`src/rtl/eprom_rd_pkg.sv`:
```
package eprom_rd_pkg;

  typedef enum logic [1:0] {
    ST_IDLE,
    ST_HV,
    ST_ACC,
    ST_GAP
  } rd_state_t;

  // whole cycles covering a delay, rounded up
  function automatic int cyc_ceil(input int delay_ps, input int period_ps);
    return (delay_ps + period_ps - 1) / period_ps;
  endfunction

  function automatic int at_least_one(input int v);
    return (v < 1) ? 1 : v;
  endfunction

  // cycles OE may trail CE without lengthening the access
  function automatic int oe_offset(input int acc_cyc, input int oe_cyc);
    return (acc_cyc > oe_cyc) ? (acc_cyc - oe_cyc) : 0;
  endfunction

  function automatic int max2(input int a, input int b);
    return (a > b) ? a : b;
  endfunction

endpackage

```
`src/rtl/eprom_cyc_timer.sv`:
```
module eprom_cyc_timer #(
  parameter int CW = 3
) (
  input  logic          clk,
  input  logic          rst_n,
  input  logic          run,
  input  logic          clr,
  output logic [CW-1:0] cnt
);

  always_ff @(posedge clk or negedge rst_n) begin
    if (!rst_n)   cnt <= '0;
    else if (clr) cnt <= '0;
    else if (run) cnt <= cnt + 1'b1;
  end

endmodule

```
`src/rtl/eprom_seq_fsm.sv`:
```
module eprom_seq_fsm
  import eprom_rd_pkg::*;
#(
  parameter int AW      = 17,
  parameter int CW      = 3,
  parameter int ACC_CYC = 5,
  parameter int OE_DLY  = 3,
  parameter int DF_CYC  = 2
) (
  input  logic          clk,
  input  logic          rst_n,
  input  logic          req_valid,
  input  logic          req_id,
  input  logic [AW-1:0] req_addr,
  input  logic [CW-1:0] cnt,
  output logic          req_ready,
  output logic          cnt_clr,
  output logic          cnt_run,
  output logic [AW-1:0] mem_addr,
  output logic          ce_n,
  output logic          oe_n,
  output logic          hv_req,
  output logic          sample_evt,
  output logic          id_mode,
  output logic          id_second,
  output logic          id_start
);

  rd_state_t state;
  logic accept, acc_end, gap_end, gap_first;

  assign req_ready  = (state == ST_IDLE);
  assign accept     = req_valid && req_ready;
  assign id_start   = accept && req_id;
  assign acc_end    = (state == ST_ACC) && (cnt == CW'(ACC_CYC - 1));
  assign gap_end    = (state == ST_GAP) && (cnt == CW'(DF_CYC - 1));
  assign gap_first  = (state == ST_GAP) && (cnt == '0);
  assign sample_evt = acc_end;
  assign cnt_clr    = accept || (state == ST_HV) || acc_end || gap_end;
  assign cnt_run    = (state == ST_ACC) || (state == ST_GAP);

  always_ff @(posedge clk or negedge rst_n) begin
    if (!rst_n) begin
      state     <= ST_IDLE;
      ce_n      <= 1'b1;
      oe_n      <= 1'b1;
      hv_req    <= 1'b0;
      mem_addr  <= '0;
      id_mode   <= 1'b0;
      id_second <= 1'b0;
    end else begin
      case (state)
        ST_IDLE: begin
          if (accept) begin
            id_mode   <= req_id;
            id_second <= 1'b0;
            if (req_id) begin
              state  <= ST_HV;
              hv_req <= 1'b1;
            end else begin
              state    <= ST_ACC;
              ce_n     <= 1'b0;
              oe_n     <= (OE_DLY > 0);
              mem_addr <= req_addr;
            end
          end
        end
        ST_HV: begin
          state    <= ST_ACC;
          ce_n     <= 1'b0;
          oe_n     <= (OE_DLY > 0);
          mem_addr <= AW'(0);
        end
        ST_ACC: begin
          if (acc_end) begin
            state <= ST_GAP;
            ce_n  <= 1'b1;
            oe_n  <= 1'b1;
          end else begin
            oe_n <= ((int'(cnt) + 1) < OE_DLY);
          end
        end
        ST_GAP: begin
          if (gap_first && id_mode && id_second) hv_req <= 1'b0;
          if (gap_end) begin
            if (id_mode && !id_second) begin
              id_second <= 1'b1;
              state     <= ST_ACC;
              ce_n      <= 1'b0;
              oe_n      <= (OE_DLY > 0);
              mem_addr  <= AW'(1);
            end else begin
              state <= ST_IDLE;
            end
          end
        end
        default: state <= ST_IDLE;
      endcase
    end
  end


  oe_within_ce_chk: assert property (@(posedge clk) disable iff (!rst_n)
    !oe_n |-> !ce_n);


  addr_stable_chk: assert property (@(posedge clk) disable iff (!rst_n)
    (!ce_n && $past(!ce_n)) |-> $stable(mem_addr));


  hv_lead_chk: assert property (@(posedge clk) disable iff (!rst_n)
    ($fell(ce_n) && id_mode) |-> $past(hv_req));


  hv_drop_chk: assert property (@(posedge clk) disable iff (!rst_n)
    $fell(hv_req) |-> (ce_n && $past(ce_n)));


  busy_no_ce_chk: assert property (@(posedge clk) disable iff (!rst_n)
    (!ce_n) |-> !req_ready);

endmodule

```
`src/rtl/eprom_capture.sv`:
```
module eprom_capture #(
  parameter int         DW     = 8,
  parameter logic [7:0] MFR_ID = 8'h1E,
  parameter logic [7:0] DEV_ID = 8'h05
) (
  input  logic          clk,
  input  logic          rst_n,
  input  logic          sample_evt,
  input  logic          id_start,
  input  logic          id_mode,
  input  logic          id_second,
  input  logic [DW-1:0] mem_data_i,
  output logic          rsp_done,
  output logic [DW-1:0] rsp_data,
  output logic          id_ok
);

  logic [DW-1:0] first_id;

  always_ff @(posedge clk or negedge rst_n) begin
    if (!rst_n) begin
      rsp_done <= 1'b0;
      rsp_data <= '0;
      id_ok    <= 1'b0;
      first_id <= '0;
    end else begin
      rsp_done <= sample_evt;
      if (sample_evt) rsp_data <= mem_data_i;
      if (id_start) id_ok <= 1'b0;
      if (sample_evt && id_mode && !id_second) first_id <= mem_data_i;
      if (sample_evt && id_mode && id_second)
        id_ok <= (first_id == DW'(MFR_ID)) && (mem_data_i == DW'(DEV_ID));
    end
  end


  done_pulse_chk: assert property (@(posedge clk) disable iff (!rst_n)
    rsp_done |=> !rsp_done);


  data_hold_chk: assert property (@(posedge clk) disable iff (!rst_n)
    !rsp_done |-> $stable(rsp_data));

endmodule

```
`src/rtl/eprom_rd_ctrl.sv`:
```
module eprom_rd_ctrl
  import eprom_rd_pkg::*;
#(
  parameter int         CLK_PS = 10000,
  parameter int         TACC_PS = 45000,
  parameter int         TOE_PS = 20000,
  parameter int         TDF_PS = 20000,
  parameter int         AW = 17,
  parameter int         DW = 8,
  parameter logic [7:0] MFR_ID = 8'h1E,
  parameter logic [7:0] DEV_ID = 8'h05
) (
  input  logic          clk,
  input  logic          rst_n,
  input  logic          req_valid,
  input  logic          req_id,
  input  logic [AW-1:0] req_addr,
  output logic          req_ready,
  output logic          rsp_done,
  output logic [DW-1:0] rsp_data,
  output logic          id_ok,
  output logic [AW-1:0] mem_addr,
  output logic          mem_ce_n,
  output logic          mem_oe_n,
  input  logic [DW-1:0] mem_data_i,
  output logic          id_hv_req
);

  localparam int ACC_CYC = at_least_one(cyc_ceil(TACC_PS, CLK_PS));
  localparam int OE_CYC  = at_least_one(cyc_ceil(TOE_PS, CLK_PS));
  localparam int OE_DLY  = oe_offset(ACC_CYC, OE_CYC);
  localparam int DF_CYC  = at_least_one(cyc_ceil(TDF_PS, CLK_PS));
  localparam int CW      = $clog2(max2(ACC_CYC, DF_CYC) + 1);

  logic [CW-1:0] cnt;
  logic cnt_clr, cnt_run, sample_evt, id_mode, id_second, id_start;

  eprom_cyc_timer #(.CW(CW)) i_timer (
    .clk(clk), .rst_n(rst_n), .run(cnt_run), .clr(cnt_clr), .cnt(cnt)
  );

  eprom_seq_fsm #(
    .AW(AW), .CW(CW), .ACC_CYC(ACC_CYC), .OE_DLY(OE_DLY), .DF_CYC(DF_CYC)
  ) i_fsm (
    .clk(clk), .rst_n(rst_n), .req_valid(req_valid), .req_id(req_id),
    .req_addr(req_addr), .cnt(cnt), .req_ready(req_ready),
    .cnt_clr(cnt_clr), .cnt_run(cnt_run), .mem_addr(mem_addr),
    .ce_n(mem_ce_n), .oe_n(mem_oe_n), .hv_req(id_hv_req),
    .sample_evt(sample_evt), .id_mode(id_mode), .id_second(id_second),
    .id_start(id_start)
  );

  eprom_capture #(.DW(DW), .MFR_ID(MFR_ID), .DEV_ID(DEV_ID)) i_cap (
    .clk(clk), .rst_n(rst_n), .sample_evt(sample_evt), .id_start(id_start),
    .id_mode(id_mode), .id_second(id_second), .mem_data_i(mem_data_i),
    .rsp_done(rsp_done), .rsp_data(rsp_data), .id_ok(id_ok)
  );


  sample_strobes_chk: assert property (@(posedge clk) disable iff (!rst_n)
    sample_evt |-> (!mem_ce_n && !mem_oe_n));


  done_follows_sample_chk: assert property (@(posedge clk) disable iff (!rst_n)
    rsp_done |-> $past(sample_evt));

endmodule

```
`config.mk`:
```
export PLATFORM = sky130hd
export DESIGN_NAME = eprom_rd_ctrl
export DESIGN_NICKNAME = d
export VERILOG_FILES = /design/src/rtl/eprom_rd_pkg.sv /design/src/rtl/eprom_cyc_timer.sv /design/src/rtl/eprom_seq_fsm.sv /design/src/rtl/eprom_capture.sv /design/src/rtl/eprom_rd_ctrl.sv
export SDC_FILE = /design/constraint.sdc
export NUM_CORES = 1
export LEC_CHECK = 0
export BUFFER_PORTS_ARGS = -buffer_cell sky130_fd_sc_hd__buf_4
export CAP_MARGIN = 0
export CORE_UTILIZATION = 55
export DETAILED_ROUTE_END_ITERATION = 8
export HOLD_SLACK_MARGIN = 0.03
export PLACE_DENSITY = 0.95
export SLEW_MARGIN = 30
export SYNTH_ARGS = -nofsm -noshare
export SYNTH_HDL_FRONTEND = slang
export SYNTH_SLANG_ARGS = --single-unit
export TNS_END_PERCENT = 30
```
`constraint.sdc`:
```
create_clock -name clk -period 5.1 [get_ports clk]
set_clock_uncertainty 0.2 [all_clocks]
set_input_delay 0.51 -clock clk [delete_from_list [all_inputs] [get_ports clk]]
set_output_delay 0.51 -clock clk [all_outputs]
set_load 0.02 [all_outputs]
```
==> impl_metrics.toml, run 1 <==
[cells_and_area]
multi_input_area_um2 = 821
area_growth_pct = 26.8
antenna_cells = 0
nFillCells = 249
regArea_um2 = 1130
drive_above_1_share_pct = 40.4
nets = 239

[sta]
fin_crit_ns = 2.21
fmax_mhz = 452
finalCritPeriodShare_pct = 43.4
tightest_slew_ns = 0.653
max_slew_margin_pct = 56.5
fin_hold_ws_ns = 0.232
tns_ns = 0
setup_viol = 0
slew_violations = 0
finalHoldViolations = 0
grt_setup_unrepaired = "false"

[synthesis]
syn-instance-count = 147
synth_edf_count = 0
synthDistinctLibCells = 45
avgSynthCellArea_um2 = 13.8
synthArstFlopShare_pct = 100
synth_largest_area_cell = "dfrtp_1"
synthTopCellsByArea = "dfrtp_1 53%, a22o_1 7.4%, mux2_1 6.1%"
synth_top_area_share_pct = 53.1
syn_area_um2 = 2030
ys.flop_type = "dfrtp_1"
synth-seq-area-share_pct = 55.7
synth_fp_nets = 179
yosys_warnings = 0
yosysMostFrequentCell = "dfrtp_1"
synthTopCellsByCount = "43 x dfrtp_1, 17 x a22o_1, 11 x mux2_1"
ys_ff_latch = 45

[die]
rows = 21
pin_count = 60
dieArea_um2 = 3930
fp.dieH_um = 62.7
die_w_um = 62.7
coreArea_um2 = 3440
initial_core_util_pct = 58.9

[critical_path]
path_cells = "nor2_1 > buf_4"
critical_path_class = "reg2out"
r2r_cells = 3
path_max_fanout = 18
cp.required_ns = 4.39
slowest_stage = "dfrtp_1"
max_stage_delay_ns = 0.62
path_delay_family = "flip-flops"
end_kind = "output pin"
critical_path_depth = 2
worst_ep_arrival_time_ns = 1.50
crit_buf_inv = 1
cp-start-kind = "flop"

[route]
ant_nets = 0
wirelength_um = 4510
drtPass1Iterations = 5
via_count = 1462
drc_errors = 0
wire_per_inst_um = 17.7
drt_iter0_markers = 115
via_per_inst = 5.76

[clock_network]
h-tree-depth = 2
cts_buffers = 5
post_cts_buffers = 0
cts_resized = 0
tritoncts = "built"
cts.reportedPaths.clkPinSlew_ns = 0.08
insertion_delay_ns = 0.29
root_buffer = "clkbuf_8"
cts.sinks = 45
clockBufferDepth = 2

[status]
status = "complete, no violations"

[placement]
hpwl_um = 3180
port_buffers = 59
place_congestion = 0.797

[grt]
grt_usage_pct = 25.0
grt_max_degree = 46
grt_pass1_vias = 1529
antenna_found_initial = 0
grt_pass1_wl_um = 7420
grt_overflow = 0

[power]
pwr_density_cell_nw_per_um2 = 619
finalPower_mw = 1.59
peakVddDrop_mv = 0.372
p_leak_nw = 1.24

[hold_path]
hold_depth = 2
hold_class = "in2reg"

[run]
drv_cap = 0
[flip-flops by register name (all words and copies together) (netlist names)]
| register | flops |
|---|---|
| i_fsm.state | 2 |
| i_cap.rsp_data | 8 |
| i_cap.rsp_done | 1 |
| i_fsm.mem_addr | 17 |
| i_fsm.id_mode | 1 |
| i_fsm.ce_n | 1 |
| i_timer.cnt | 3 |
| i_fsm.oe_n | 1 |
| i_cap.id_ok | 1 |
| i_fsm.hv_req | 1 |
| i_cap.first_id | 8 |
| i_fsm.id_second | 1 |
[path summary, 6_finish.rpt]
check	slack (ns)	endpoint	from
hold / removal	0.23	i_fsm.mem_addr[14]	req_addr[14]
setup reg to reg	2.94	i_cap.first_id[3]	i_fsm.state[1]
hold reg to reg	0.27	i_fsm.oe_n	i_fsm.oe_n
setup / recovery	2.89	req_ready	i_fsm.state[1]
min in group asynchronous	0.55	i_cap.rsp_done	rst_n
max in group asynchronous	3.77	i_fsm.ce_n	rst_n
[worst register-to-register path, cell delays in order, from the launching register on]
cell      delay [ns]
dfrtp_1         0.77
nand4b_4        0.39
nor2_4          0.33
mux2_2          0.37
[layout by cell type (no fill, tap or decap), drive strengths merged, types with 4 or more instances in the layout]
| cell type | n |
|---|---|
| a21oi | 4 |
| a22o | 17 |
| buf | 59 |
| clkbuf | 8 |
| dfrtp | 43 |
| inv | 5 |
| mux2 | 16 |
| nand2 | 7 |
| nor2 | 5 |
[power breakdown]
group | switching, mW | internal (mW)
Clock | 0.111 | 0.110
Combinational | 0.359 | 0.344
Sequential | 0.144 | 0.523
Total | 0.614 | 0.977
[cells by family after synthesis]
kind of cell               after synthesis  share of synthesized area [%]
xor gates and xnor gates                 1                          0.432
muxes                                   17                           9.39
buffers and inverters                   12                           3.77
AOI/OAI and AO/OA                       38                           16.3
DFF                                     45                           55.7
adders and majority gates                3                           1.85
and+or+nand+nor                         31                           12.5
[metrics by stage]
stage               cell area, um2  utilization, %  std cells  worst slack [ns]
floorplan                     2030               -        147              3.41
global placement              2470            71.7        245              3.02
detailed placement            2470            71.7        245              2.95
CTS                           2570            74.6        254              2.90
global route                  2570            74.6        254              2.80
finish                        2570            74.6        254              2.89
[final cells by class]
cell class | instances | share of cell area [%]
sequential | 45 | 43.9
inverter | 5 | 0.731
timing repair buffer | 60 | 17.6
tap | 46 | 2.24
multi-input combinational | 90 | 32.0
clock buffer | 8 | 3.51
[repair_timing]
action	CTS	global route
hold buffers	1	0
endpoints found under the setup margin	0	0
endpoints found under the hold margin	43	0
[routing by layer]
metal	up-vias	global-route usage, %	part of all wire (%)	routed length, um
li1	666	-	-	-
met5	-	0	0	0
met2	43	45.1	55	2460
met1	744	28.9	40	1790
met3	9	5.11	3.5	156
met4	0	9.88	2.1	94
Power figures use the tool's default switching activity.
==> inputs of run 2 (changes only) <==
ABC_AREA = 1   (was default)
CORE_UTILIZATION = 52   (was 55)
PLACE_DENSITY = 0.9   (was 0.95)
clock period = 2.1 ns   (was 5.1 ns; I/O delays follow)
==> impl_metrics.toml, run 2 <==
[status]
status = "complete, no violations"

[synthesis]
synth_largest_area_cell = "dfrtp_1"
syn-instance-count = 266
syn_area_um2 = 2310
synthTopCellsByArea = "dfrtp_1 47%, nand2_1 12%, inv_1 6.8%"
avgSynthCellArea_um2 = 8.68
ys.flop_type = "dfrtp_1"
synthArstFlopShare_pct = 100
synth_fp_nets = 298
synthDistinctLibCells = 30
synth_edf_count = 0
synth_top_area_share_pct = 46.6
synthTopCellsByCount = "72 x nand2_1, 43 x dfrtp_1, 42 x inv_1"
ys_ff_latch = 45
yosysMostFrequentCell = "nand2_1"
synth-seq-area-share_pct = 48.9
yosys_warnings = 0

[route]
wirelength_um = 4750
via_per_inst = 4.97
wire_per_inst_um = 12.3
drc_errors = 0
via_count = 1917
ant_nets = 0
drtPass1Iterations = 4
drt_iter0_markers = 123

[critical_path]
path_delay_family = "simple AND/OR/NAND/NOR gates"
cp-start-kind = "flop"
critical_path_class = "reg2reg"
cp.required_ns = 2.09
end_kind = "flop"
worst_ep_arrival_time_ns = 1.85
max_stage_delay_ns = 0.71
path_cells = "nor2_2 > nand2_2 > nand2_4 > nor2_8 > or2_1 > inv_1"
critical_path_depth = 6
path_max_fanout = 17
r2r_cells = 6
crit_buf_inv = 1
r2r_setup_slack_ns = 0.25
slowest_stage = "dfrtp_1"

[clock_network]
root_buffer = "clkbuf_8"
post_cts_buffers = 0
clockBufferDepth = 2
cts_buffers = 5
insertion_delay_ns = 0.30
h-tree-depth = 2
cts.reportedPaths.clkPinSlew_ns = 0.08
cts.sinks = 45
tritoncts = "built"

[grt]
grt_pass1_vias = 1752
grt_max_degree = 46
grt_usage_pct = 22.5
grt_overflow = 0
antenna_found_initial = 0
grt_pass1_wl_um = 7690

[cells_and_area]
largest-register = "i_fsm.mem_addr"
area_growth_pct = 27.6
nets = 368
antenna_cells = 0
nFillCells = 336
final_common_cell = "nand2_1"
layout_common_cells = "72 x nand2_1, 61 x buf_4, 43 x dfrtp_1"
drive_above_1_share_pct = 31.3
reg_top3 = "i_fsm.mem_addr (17), i_cap.first_id (8), i_cap.rsp_data (8)"
fin_cells = 386
largest_reg_flops = 17

[power]
power_frac_comb_pct = 49.3
peakVddDrop_mv = 0.729
power.switching_mw = 1.77
pwr-share-seq_pct = 35.5
intPower_mw = 2.32
pwr_density_cell_nw_per_um2 = 1390
netSwitchingFraction_pct = 43.3
p_leak_nw = 1.65
p_clk_share_pct = 15.2

[run]
drv_cap = 0

[die]
rows = 23
pin_count = 60
dieArea_um2 = 4710
die_w_um = 68.6
coreArea_um2 = 4140
initial_core_util_pct = 55.7
fp.dieH_um = 68.6

[sta]
finalCritPeriodShare_pct = 88.3
tns_ns = 0
slew_violations = 0
setup_viol = 0
setup_ws_ns = 0.245
max_slew_margin_pct = 62.1
grt_setup_unrepaired = "false"
fin_crit_ns = 1.85
finalHoldViolations = 0
fin_hold_ws_ns = 0.0332
fmax_mhz = 539
tightest_slew_ns = 0.568

[placement]
hpwl_um = 3420
pre_cts_ws_ns = 0.262
place_inst = 369
place_congestion = 0.852
port_buffers = 59

[hold_path]
hold_depth = 5
hold_class = "in2reg"
## run 2: cell count changes after synthesis, moves of 7 or more
cell     delta
inv_1      +38
nor2_1     +23
o21ai_2     +8
nand2_1    +65
o21ai_1     +7
nand3_2    +10
mux2_1     -11
a22o_1     -17
nand3_1    +12
## run 2: metrics by stage
step / area [um2] / power, mW / util (%)
final: 2950 / 4.09 / 71.1
after global routing: 2950 / 4.42 / 71.1
after detailed placement: 2740 / 3.48 / 66.2
after global placement: 2740 / 3.41 / 66.2
after floorplan: 2310 / 2.93 / -
after CTS: 2950 / 4.13 / 71.1
## run 2: worst min-delay path: stages
cell and delay (ns):
buf_4 0.11, inv_1 0.04, nor2_1 0.04, nand3_2 0.06, nand2_1 0.04
## run 2: timing repair
action,in CTS,in global routing
gates resized for setup,0,0
hold buffers,10,0
hold endpoints to repair,59,0
## run 2: cells by family (layout without fill, tap and decap cells)
family / count (synthesis) / in the layout / share of synthesized area (%)
DFF: 45 / 45 / 48.9
buffers and inverters: 52 / 122 / 11.1
and+or+nand+nor: 141 / 141 / 31.2
AOI/OAI and AO/OA: 25 / 25 / 7.26
adders and majority gates: 3 / 3 / 1.63
## run 2: metal layers
layer  vias up  global-route usage (%)  wire length, um
met5         -                       0                0
met4         0                    10.4               91
met3         9                    4.44              257
met2        56                    37.6             2320
met1       892                    28.0             2080
li1        960                       -                -
## run 2: power groups by stage
stage	clock network, mW	registers, mW	logic, mW
final	0.622	1.45	2.01
after global routing	0.667	1.49	2.26
after CTS	0.633	1.46	2.04
after detailed placement	0	1.46	2.02
after global placement	0	1.46	1.95
after floorplan	0	1.67	1.25
## run 2: path summary, 6_finish.rpt
check,startpoint,to
min,req_addr[11],i_fsm.mem_addr[11]
max reg2reg,i_fsm.state[1],i_fsm.state[0]
min reg2reg,i_fsm.ce_n,i_fsm.ce_n
max,i_fsm.state[1],i_fsm.state[0]
max in group asynchronous,rst_n,i_timer.cnt[0]
min in group asynchronous,rst_n,i_fsm.mem_addr[8]
## run 2: cell type report
| type | count | area (um2) | area share (%) |
|---|---|---|---|
| Clock inverter | 2 | 35.0 | 1.19 |
| Clock buffer | 5 | 68.8 | 2.34 |
| Tap cell | 50 | 62.6 | 2.12 |
| Multi-Input combinational cell | 169 | 926 | 31.4 |
| Inverter | 44 | 168 | 5.69 |
| Timing Repair Buffer | 71 | 558 | 18.9 |
| Sequential cell | 45 | 1130 | 38.3 |
==> inputs of run 3 (changes only) <==
CAP_MARGIN = 15   (was 0)
REMOVE_ABC_BUFFERS = 1   (was default)
==> impl_metrics.toml, run 3 (same netlist as run 2, synthesis figures left out) <==
[route]
wirelength_um = 4950
drtPass1Iterations = 4
wire_per_inst_um = 12.8
drt_iter0_markers = 159
drc_errors = 0
ant_nets = 0
via_per_inst = 4.96
via_count = 1921

[placement]
port_buffers = 59
place_congestion = 0.925
place_area_um2 = 2740
hpwl_um = 3470

[cells_and_area]
nFillCells = 317
nets = 368
final_common_cell = "nand2_1"
regArea_um2 = 1130
largest-register = "i_fsm.mem_addr"
area_growth_pct = 27.5
stdcell_area_um2 = 2940
largest_reg_flops = 17
multi_input_area_um2 = 926
antenna_cells = 0
drive_above_1_share_pct = 31.5
layout_common_cells = "72 x nand2_1, 61 x buf_4, 43 x dfrtp_1"
reg_top3 = "i_fsm.mem_addr (17), i_cap.first_id (8), i_cap.rsp_data (8)"
final_core_utilization_pct = 71.0

[sta]
tightest_slew_ns = 0.566
max_slew_margin_pct = 62.3
grt_setup_unrepaired = "false"
tns_ns = 0
fin_hold_ws_ns = 0.0273
finalCritPeriodShare_pct = 89.5
fmax_mhz = 532
finalHoldViolations = 0
setup_viol = 0
slew_violations = 0
fin_crit_ns = 1.88

[clock_network]
h-tree-depth = 2
cts_resized = 0
cts.reportedPaths.clkPinSlew_ns = 0.08
cts_buffers = 5
cts_hold_buf = 10
tritoncts = "built"
post_cts_buffers = 0
root_buffer = "clkbuf_8"
insertion_delay_ns = 0.30
cts.sinks = 45
clockBufferDepth = 2

[critical_path]
critical_path_class = "reg2reg"
slowest_stage = "dfrtp_1"
r2r_setup_slack_ns = 0.22
end_kind = "flop"
max_stage_delay_ns = 0.71
worst_ep_arrival_time_ns = 1.88
path_cells = "nor2_2 > nand2_2 > nand2_4 > nor2_8 > or2_1 > inv_1"
cp.required_ns = 2.10
cp-start-kind = "flop"
path_max_fanout = 17

[power]
peakVddDrop_mv = 0.745
pwr_density_cell_nw_per_um2 = 1390
p_leak_nw = 1.65

[grt]
grt_usage_pct = 24.0
grt_overflow = 0
grt_pass1_vias = 1853
antenna_found_initial = 0
grt_max_degree = 46
grt_pass1_wl_um = 8110

[die]
fp.dieH_um = 68.6
rows = 23
coreArea_um2 = 4140
pin_count = 60
dieArea_um2 = 4710
die_w_um = 68.6
initial_core_util_pct = 55.7

[run]
drv_cap = 0

[status]
status = "complete, no violations"

[hold_path]
hold_class = "in2reg"
## run 3: metal layers
layer / vias up / global-route usage (%) / wire, um
li1: 957 / - / -
met1: 874 / 27.2 / 1990
met2: 78 / 41.7 / 2480
met3: 12 / 6.25 / 346
met4: 0 / 11.7 / 137
met5: - / 0 / 0
## run 3: final cells by class
type	instances	share of cell area (%)
sequential	45	38.3
clock inverter	1	0.170
inverter	44	5.69
clock buffer	7	3.27
multi-input combinational	169	31.4
timing repair buffer	71	19.0
tap	50	2.12
## run 3: report_power, final
| part | internal (mW) | total, mW | switching, mW |
|---|---|---|---|
| sequential | 1.20 | 1.46 | 0.256 |
| combinational | 0.774 | 2.03 | 1.26 |
| clock | 0.297 | 0.586 | 0.288 |
| total | 2.27 | 4.08 | 1.80 |
## run 3: path summary, 6_finish.rpt
path	from	endpoint	depth (start not counted)
min in group asynchronous	rst_n	i_fsm.mem_addr[1]	2
worst min register to register	i_fsm.mem_addr[11]	i_fsm.mem_addr[11]	2
worst min-delay path	req_addr[11]	i_fsm.mem_addr[11]	5
max in group asynchronous	rst_n	i_fsm.ce_n	2
worst max register to register	i_fsm.state[1]	i_fsm.state[0]	6
worst max-delay path	i_fsm.state[1]	i_fsm.state[0]	6
## run 3: per-stage QoR
| stage | std cells | setup WS [ns] | total power, mW |
|---|---|---|---|
| 4_1_cts | 387 | 0.234 | 4.09 |
| 6_report | 387 | 0.221 | 4.08 |
| 2_1_floorplan | 258 | 0.284 | 2.78 |
| 3_3_place_gp | 369 | 0.331 | 3.40 |
| 3_5_place_dp | 369 | 0.254 | 3.48 |
| 5_1_grt | 387 | 0.126 | 4.40 |
## run 3: critical path: cells and delay by family (launching register included)
family / cells / cell delay, ns
flip-flops: 1 / 0.71
buffers and inverters: 1 / 0.04
AND/OR/NAND/NOR: 5 / 0.84
